$ cat config.mk
export PLATFORM = sky130hd
export DESIGN_NAME = stk_alu
export DESIGN_NICKNAME = d
export VERILOG_FILES = /design/src/rtl/stk_alu_pkg.sv /design/src/rtl/stk_alu_cmp.sv /design/src/rtl/stk_alu_arith.sv /design/src/rtl/stk_alu_logic.sv /design/src/rtl/stk_alu.sv
export SDC_FILE = /design/constraint.sdc
export NUM_CORES = 1
export LEC_CHECK = 0
export ABC_AREA = 1
export BUFFER_PORTS_ARGS = -buffer_cell sky130_fd_sc_hd__buf_4
export CAP_MARGIN = 20
export CORE_MARGIN = 2
export CORE_UTILIZATION = 50
export CTS_BUF_LIST = sky130_fd_sc_hd__clkbuf_4 sky130_fd_sc_hd__clkbuf_8
export CTS_CLUSTER_SIZE = 24
export DETAILED_ROUTE_END_ITERATION = 10
export GPL_TIMING_DRIVEN = 0
export PLACE_DENSITY = 0.72
export RECOVER_POWER = 25
export SLEW_MARGIN = 20
export SYNTH_ARGS = -nofsm -noshare
export SYNTH_HDL_FRONTEND = slang
export SYNTH_SLANG_ARGS = --single-unit
$ cat constraint.sdc
create_clock -name clk -period 39 [get_ports clk]
set_clock_uncertainty 0.05 [all_clocks]
set_input_delay 1.95 -clock clk [delete_from_list [all_inputs] [get_ports clk]]
set_output_delay 1.95 -clock clk [all_outputs]
set_load 0.1 [all_outputs]
$ cat src/rtl/stk_alu_pkg.sv
package stk_alu_pkg;

   typedef enum logic [4:0] {
      OP_EQ  = 5'h08,
      OP_NE  = 5'h09,
      OP_GT  = 5'h0A,
      OP_LT  = 5'h0B,
      OP_ADD = 5'h18,
      OP_SUB = 5'h19,
      OP_MUL = 5'h1A,
      OP_DIV = 5'h1B,
      OP_AND = 5'h1C,
      OP_OR  = 5'h1D,
      OP_XOR = 5'h1E,
      OP_SFT = 5'h1F
   } alu_op_e;

   // Operation groups share the upper code bits; the low two bits pick the member.
   function automatic logic is_cmp(input logic [4:0] code);
      return code[4:2] == 3'b010;
   endfunction

   function automatic logic is_arith(input logic [4:0] code);
      return code[4:2] == 3'b110;
   endfunction

   function automatic logic is_bitop(input logic [4:0] code);
      return code[4:2] == 3'b111;
   endfunction

endpackage

$ cat src/rtl/stk_alu_cmp.sv
module stk_alu_cmp #(
   parameter int W = 16
) (
   input  logic [W-1:0] a,
   input  logic [W-1:0] b,
   input  logic [1:0]   sel,
   output logic         flag
);
   always_comb begin
      unique case (sel)
         2'd0:    flag = (a == b);
         2'd1:    flag = (a != b);
         2'd2:    flag = (a > b);
         default: flag = (a < b);
      endcase
   end
endmodule

$ cat src/rtl/stk_alu_arith.sv
module stk_alu_arith #(
   parameter int W = 16
) (
   input  logic [W-1:0] a,
   input  logic [W-1:0] b,
   input  logic [1:0]   sel,
   output logic [W-1:0] y
);
   logic [W-1:0] sum, diff, prod, quot;

   assign sum  = a + b;
   assign diff = a - b;
   assign prod = a * b;
   assign quot = (b == '0) ? '0 : a / b;

   always_comb begin
      unique case (sel)
         2'd0:    y = sum;
         2'd1:    y = diff;
         2'd2:    y = prod;
         default: y = quot;
      endcase
   end
endmodule

$ cat src/rtl/stk_alu_logic.sv
module stk_alu_logic #(
   parameter int W     = 16,
   parameter int CNT_W = 4
) (
   input  logic [W-1:0]       a,
   input  logic [W-1:0]       b,
   input  logic [2*CNT_W-1:0] cnt,
   input  logic [1:0]         sel,
   output logic [W-1:0]       y
);
   // Barrel stages: right by cnt[CNT_W-1:0] first, then left by the upper field.
   logic [CNT_W:0][W-1:0] rsh;
   logic [CNT_W:0][W-1:0] lsh;

   assign rsh[0] = a;
   assign lsh[0] = rsh[CNT_W];

   for (genvar g = 0; g < CNT_W; g++) begin : g_stage
      assign rsh[g+1] = cnt[g]         ? (rsh[g] >> (1 << g)) : rsh[g];
      assign lsh[g+1] = cnt[CNT_W + g] ? (lsh[g] << (1 << g)) : lsh[g];
   end

   always_comb begin
      unique case (sel)
         2'd0:    y = a & b;
         2'd1:    y = a | b;
         2'd2:    y = a ^ b;
         default: y = lsh[CNT_W];
      endcase
   end
endmodule

$ cat src/rtl/stk_alu.sv
module stk_alu
   import stk_alu_pkg::*;
#(
   parameter int BYTE_W = 8
) (
   input  logic                  clk,
   input  logic                  rst_n,
   input  logic                  start,
   input  logic [4:0]            op,
   input  logic                  wide,
   input  logic [2*BYTE_W-1:0]   opnd_a,
   input  logic [2*BYTE_W-1:0]   opnd_b,
   output logic [2*BYTE_W-1:0]   result,
   output logic                  res_wide,
   output logic                  res_valid
);
   localparam int W     = 2 * BYTE_W;
   localparam int CNT_W = BYTE_W / 2;

   if (BYTE_W < 4 || (BYTE_W % 2) != 0) begin : g_bad_width
      $error("stk_alu: BYTE_W must be even and at least 4");
   end

   logic [W-1:0] a_m, b_m, arith_y, logic_y;
   logic [W-1:0] nxt_res, nxt_masked;
   logic         cmp_flag, nxt_wide;

   assign a_m = wide ? opnd_a : {{BYTE_W{1'b0}}, opnd_a[BYTE_W-1:0]};
   assign b_m = wide ? opnd_b : {{BYTE_W{1'b0}}, opnd_b[BYTE_W-1:0]};

   stk_alu_cmp #(.W(W)) u_cmp (
      .a(a_m), .b(b_m), .sel(op[1:0]), .flag(cmp_flag)
   );

   stk_alu_arith #(.W(W)) u_arith (
      .a(a_m), .b(b_m), .sel(op[1:0]), .y(arith_y)
   );

   stk_alu_logic #(.W(W), .CNT_W(CNT_W)) u_logic (
      .a(a_m), .b(b_m), .cnt(opnd_b[BYTE_W-1:0]), .sel(op[1:0]), .y(logic_y)
   );

   always_comb begin
      nxt_res  = '0;
      nxt_wide = 1'b0;
      if (is_cmp(op)) begin
         nxt_res = {{(W-1){1'b0}}, cmp_flag};
      end else if (is_arith(op)) begin
         nxt_res  = arith_y;
         nxt_wide = wide;
      end else if (is_bitop(op)) begin
         nxt_res  = logic_y;
         nxt_wide = wide;
      end
      nxt_masked = nxt_wide ? nxt_res : {{BYTE_W{1'b0}}, nxt_res[BYTE_W-1:0]};
   end

   always_ff @(posedge clk) begin
      if (!rst_n) begin
         result    <= '0;
         res_wide  <= 1'b0;
         res_valid <= 1'b0;
      end else begin
         res_valid <= start;
         if (start) begin
            result   <= nxt_masked;
            res_wide <= nxt_wide;
         end
      end
   end
endmodule

### Word-level counts from Yosys, hierarchy flattened

Index checks and enable logic that the tools add are counted.

| cells by class | value |
|---|---|
| add/subtract/negate cells | 2 |
| multipliers | 1 |
| divide/modulo/power cells | 1 |
| $lt $le $gt $ge | 2 |
| equality and inequality tests | 7 |
| mux-type cells | 21 |
| bitwise operators | 3 |
| reductions and logical operators | 2 |

Operators by type and width:

| cell | number |
|---|---|
| two-way mux 16 bit | 15 |
| one-hot mux 16 bit (3 select lines) | 2 |
| adder 16 bit | 1 |
| bitwise AND 16 bit | 1 |
| divider 16 x 16 -> 16 bit | 1 |
| == test 16 bit | 1 |
| greater-than comparator 16 bit | 1 |
| zero test 16 bit | 1 |
| < comparator 16 bit | 1 |
| multiplier 16 x 16 -> 16 bit | 1 |
| inequality test 16 bit | 1 |
| bitwise OR 16 bit | 1 |
| subtractor 16 bit | 1 |
| XOR 16 bit | 1 |
| == test 3 bit (second input constant) | 2 |
| == test 3 x 2 -> 1 bit (second input constant) | 1 |
| two-way mux 1 bit | 3 |
| one-hot mux 1 bit (3 select lines) | 1 |
| == test 2 x 1 -> 1 bit (second input constant) | 1 |
| == test 2 bit (second input constant) | 1 |
| zero test 2 bit | 1 |

| word-level totals | value |
|---|---|
| register bits | 18 |
| input port bits | 41 |
| output and inout bits | 18 |
| word-level logic and storage cells | 42 |

### Logic depth before layout (Yosys ltp)

| depth | value |
|---|---|
| depth after elaboration | 14 |
| mapped depth | 229 |
| depth with buffers taken out | 222 |

### By module

A second synthesis with hierarchy kept.

| unflattened totals | value |
|---|---|
| cell total of the unflattened synthesis | 2659 |
| area total of the unflattened synthesis | 16562.1 um^2 |

By module, submodules not included:

| module | times used | cells each | area an instance (um^2) | seq. area each (um^2) |
|---|---|---|---|---|
| stk_alu_arith | 1 | 1999 | 12635.9 | 0.0 |
| stk_alu_logic | 1 | 401 | 2278.4 | 0.0 |
| stk_alu | 1 | 174 | 1161.1 | 360.3 |
| stk_alu_cmp | 1 | 85 | 486.7 | 0.0 |

### Worst setup path before layout

No wires, ideal clock.

| path | value |
|---|---|
| path type | input-to-reg |
| start point | input wide |
| end point | register result[0] |
| library setup time | 0.122 ns |
| arrival | 24.780 ns |
| required time | 38.828 ns |
| path slack | 14.049 ns |
| stages on the path | 215 |
| buffers on the path | 7 |
| path through | buf_6 -> buf_8 -> nand2_1 -> inv_1 -> ha_1 -> nand3_1 -> nor2_1 -> nand2_1 -> nor2_1 -> nand2_1 -> nand3_1 -> nand2_1 -> ha_1 -> inv_1 -> o21bai_1 -> nand2_1 -> nor2_2 -> inv_2 -> [... 179 more ...] -> o21a_1 -> o21ai_0 -> nand2_1 -> nand2_1 -> nand2_1 -> nand2_1 -> nand2_1 -> nand2_1 -> nand2_1 -> a21oi_1 -> o211a_1 -> o21ai_0 -> nand2_1 -> nand3_1 -> nand2_1 -> nand2_1 -> nand2_1 -> a21oi_1 |

| on the way | value |
|---|---|
| cells in the longest elaborated chain, start to end | 14 |
| elaborated cells on any way between the ends | 24 |
| those cells by class | 1 x div; 2 x order compare; 2 x eq/ne; 18 x mux; 1 x reduce/logical |

RTL lines:

| what | line | source |
|---|---|---|
| from (decl) | stk_alu.sv:10 | `input logic wide,` |
| branches (longest 12 deep; another with divider 16 x 16 -> 16 bit) | n/a |  |
| two-way mux 16 bit * | stk_alu.sv:46 | `if (is_cmp(op)) begin` |
| two-way mux 16 bit * | stk_alu.sv:55 | `nxt_masked = nxt_wide ? nxt_res : {{BYTE_W{1'b0}}, nxt_res[BYTE_W-1:0]};` |
| to (signal assigned) | stk_alu.sv:66 | `result <= nxt_masked;` |
| to (decl) | stk_alu.sv:13 | `output logic [2*BYTE_W-1:0] result,` |

Mark *: on every way between the ends.
A chain may end at the register's enable or synchronous reset.

### Worst setup path after layout

| path | value |
|---|---|
| start point | input opnd_b[7] |
| end point | register result[0] |

| on the way | value |
|---|---|
| cells in the longest elaborated chain, start to end | 7 |
| elaborated cells on any way between the ends | 16 |
| those cells by class | 1 x div; 2 x order compare; 2 x eq/ne; 10 x mux; 1 x reduce/logical |

RTL lines:

| what | line | source |
|---|---|---|
| from (decl) | stk_alu.sv:12 | `input logic [2*BYTE_W-1:0] opnd_b,` |
| two-way mux 16 bit | stk_alu.sv:29 | `assign b_m = wide ? opnd_b : {{BYTE_W{1'b0}}, opnd_b[BYTE_W-1:0]};` |
| divider 16 x 16 -> 16 bit or zero test 16 bit (tied branches) | stk_alu_arith.sv:14 | `assign quot = (b == '0) ? '0 : a / b;` |
| two-way mux 16 bit | stk_alu_arith.sv:14 |  |
| one-hot mux 16 bit (3 select lines) | stk_alu_arith.sv:17 | `unique case (sel)` |
| two-way mux 16 bit | stk_alu.sv:48 | `end else if (is_arith(op)) begin` |
| two-way mux 16 bit * | stk_alu.sv:46 |  |
| two-way mux 16 bit * | stk_alu.sv:55 |  |

Mark *: on every way between the ends. The rest lies on a longest branch, timed or not.

==> results.yml <==
floorplan:
  num_rows: 63
  io_pins: 59
  die_h_um: 176.1
  die_w_um: 176.1
  initial_core_util: 0.5038
  dieArea_sq_um: 31020
  coreArea_sq_um: 29400
clock_tree:
  post_cts_buffers: 0
  htree_levels: 1
  clk_pin_slew_ns: 0.07
  clockBufferDepth: 2
  clkLatencyLatePin_ns: 0.25
  root_buffer: "clkbuf_8"
  tritoncts: "done"
  hold_buffers: 0
  cts_resized: 0
  cts_made_buffers: 3
  numClockSinks: 18
global_routing:
  antenna_found_initial: 1
  grt_overflow_total: 0
  grt_start_max_net_pins: 25
  grt_util_all_layers: 0.3467
  grt_pass1_vias: 15449
  grt_pass1_wl_um: 83960
power:
  power_uw: 800.5
  leakage_nw: 8.792
  ir_drop_mv: 0.06733
  powerDensity_nw_per_um2: 50.59
timing:
  setup_viol: 0
  totalNegativeSetupSlack_ns: 0
  fmax_mhz: 31.73
  tightest_slew_ns: 1.221
  layout_setup_ws_ns: 7.484
  period_share: 0.8081
  slew_violations: 0
  final.min_clock_period_ns: 31.52
  slew_headroom: 0.1898
  rsz0062_at_grt: "no"
  hold_violations: 0
setup_path:
  crit_type: "input pin to flip-flop"
  r2r_setup_slack_ns: 38.27
  path_max_fanout: 19
  crit_path_top_delay_cell: "clkinv_1"
  cp.arrival_ns: 31.65
  cp-start-kind: "input pin"
  reg2reg_from: "result[0]"
  worstSetupEndpointType: "flip-flop"
  r2r-end: "result[0]"
  r2r_cells: 2
  required_ns: 39.13
  worst_path_most_repeated_cell: "nand2_1"
  cpPeakStageDelay_ns: 0.83
drt:
  drcViolationCount: 0
  dr.pass1.iters: 6
  wl_per_cell_um: 19.48
  avgViaCountPerCell: 5.786
  finalWirelength_um: 55360
  drt-initial-drc-count: 1445
  drt.antenna.violating_nets: 0
  num_vias: 16444
yosys:
  synthAdderAreaFrac: 0.3102
  synth_edf_count: 0
  syn_area_per_cell_sq_um: 6.200
  synth_area_leaders: "ha_1 (20%), nand2_1 (16%), fa_1 (11%)"
  synth_top_family_by_area: "simple AND/OR/NAND/NOR gates"
  synth_top_cell_area_share: 0.1994
  async_reset_ff_frac: 0
  yosys-mux-area-fraction: 0.002027
  synth-compound-area-share: 0.1640
  synth_nets: 2748
  synth.distinct_cells: 69
  ys_warn_count: 0
  ys_ff_latch: 18
  yosys.area.top_type: "ha_1"
  seq_area_frac_synth: 0.02433
  synth_xor_area_frac: 0.04731
  yosys.area_share.simple: 0.3316
  syn_area_sq_um: 14810
  netlist_instances: 2389
  synthFlopType: "dfxtp_1"
placed_design:
  port_buffers: 55
  post-dp-hpwl_um: 44780
  globalplace.congestion: 1.052
  dp_slack_ns: 7.767
layout:
  final_common_cell: "nand2_1"
  final_util: 0.5381
  synthToLayoutAreaGrowth_pct: 6.817
  nNetsFinal: 2811
  final_cell_mix: "nand2_1 (618), inv_1 (368), ha_1 (236), nand3_1 (164), a21oi_1 (145)"
  n_fill_cell: 3093
  drive_gt1_frac: 0.09017
min_path:
  hold_end: "result[15]"
  hold_class: "flip-flop to flip-flop"
  min_from: "result[15]"
  holdPathStages: 2
run:
  drv_cap: 0
outcome:
  status: "completed"
==> cells by family (layout without fill, tap and decap cells) <==
logic type / after synthesis / count (layout)
and+or+nand+nor: 1096 / 1096
buffers and inverters: 462 / 524
AOI/OAI and AO/OA: 412 / 412
adders and majority gates: 318 / 318
xor gates and xnor gates: 80 / 80
DFF: 18 / 18
muxes: 3 / 3
other: 0 / 1
==> how the worst max path moves through the flow <==
| stage | cells after the start | slack, ns | end | start |
|---|---|---|---|---|
| detailed placement | 213 | 7.77 | result[0] | opnd_b[2] |
| finish | 213 | 7.48 | result[0] | opnd_b[7] |
| global route | 215 | 4.80 | result[0] | opnd_b[7] |
| CTS | 213 | 7.92 | result[0] | opnd_b[2] |
| global placement | 215 | 8.28 | result[0] | opnd_b[2] |
| floorplan | 215 | 14.05 | result[0] | wide |
==> registers in the layout, indices dropped and copies added, names as in the netlist <==
register,flops
res_valid,1
res_wide,1
result,16
==> metal layers <==
metal / track usage / vias up / part of all wire
met5: 0 / - / 0
met4: 0.1594 / 0 / 0.054
met3: 0.04350 / 156 / 0.079
met2: 0.5699 / 767 / 0.45
met1: 0.4532 / 7659 / 0.42
li1: - / 7862 / -
==> cell type report <==
cell class | count | area [sq um] | area share
tap | 390 | 488.0 | 0.03084
antenna | 1 | 2.502 | 0.0001582
sequential | 18 | 360.3 | 0.02278
clock buffer | 4 | 55.05 | 0.003480
inverter | 392 | 1471 | 0.09300
timing repair buffer | 58 | 459.2 | 0.02902
buffer | 70 | 319.1 | 0.02017
multi-input combinational | 1909 | 12670 | 0.8006
==> Yosys cell counts (all sizes together), types with 2 or more instances <==
cell and number:
o221ai 14, o2111ai 6, a221oi 2, and2 19, nor4 7, a21boi 4, clkbuf 49, nor3 16
buf 21, inv 382, mux2i 3, fa 82, o22ai 13, nand2 654, o21a 4, nand3 190
o21bai 18, nand4 8, xor2 47, dfxtp 18, a21oi 147, and3 2, a21o 10, a31oi 7
o211ai 14, o21ai 151, o31ai 4, xnor2 33, a211oi 7, or2 57, nand3b 3, nor2 138
ha 236, clkinv 10
==> report_power, final <==
group	switching, mW	internal [mW]	leakage (nW)	total [mW]
combinational	0.477	0.290	8.62	0.766
clock	0.00629	0.00896	0.0288	0.0153
sequential	0.000254	0.0189	0.146	0.0191
==> metrics by stage <==
stage | cell area, sq um | hold slack, ns | instances
after detailed placement | 15770 | 0.4088 | 2836
after global placement | 15710 | 0.4068 | 2834
after global routing | 15820 | 0.4401 | 2841
after CTS | 15830 | 0.4180 | 2840
final | 15820 | 0.4163 | 2842
after floorplan | 14810 | 0.8594 | 2389
==> critical path: cells and delay by family <==
kind | cells | cell delay [ns]
adders and majority gates | 15 | 4.57
buffers and inverters | 21 | 3.93
and+or+nand+nor | 137 | 14.13
AOI/OAI and AO/OA | 40 | 7.04
Power figures use the tool's default switching activity.
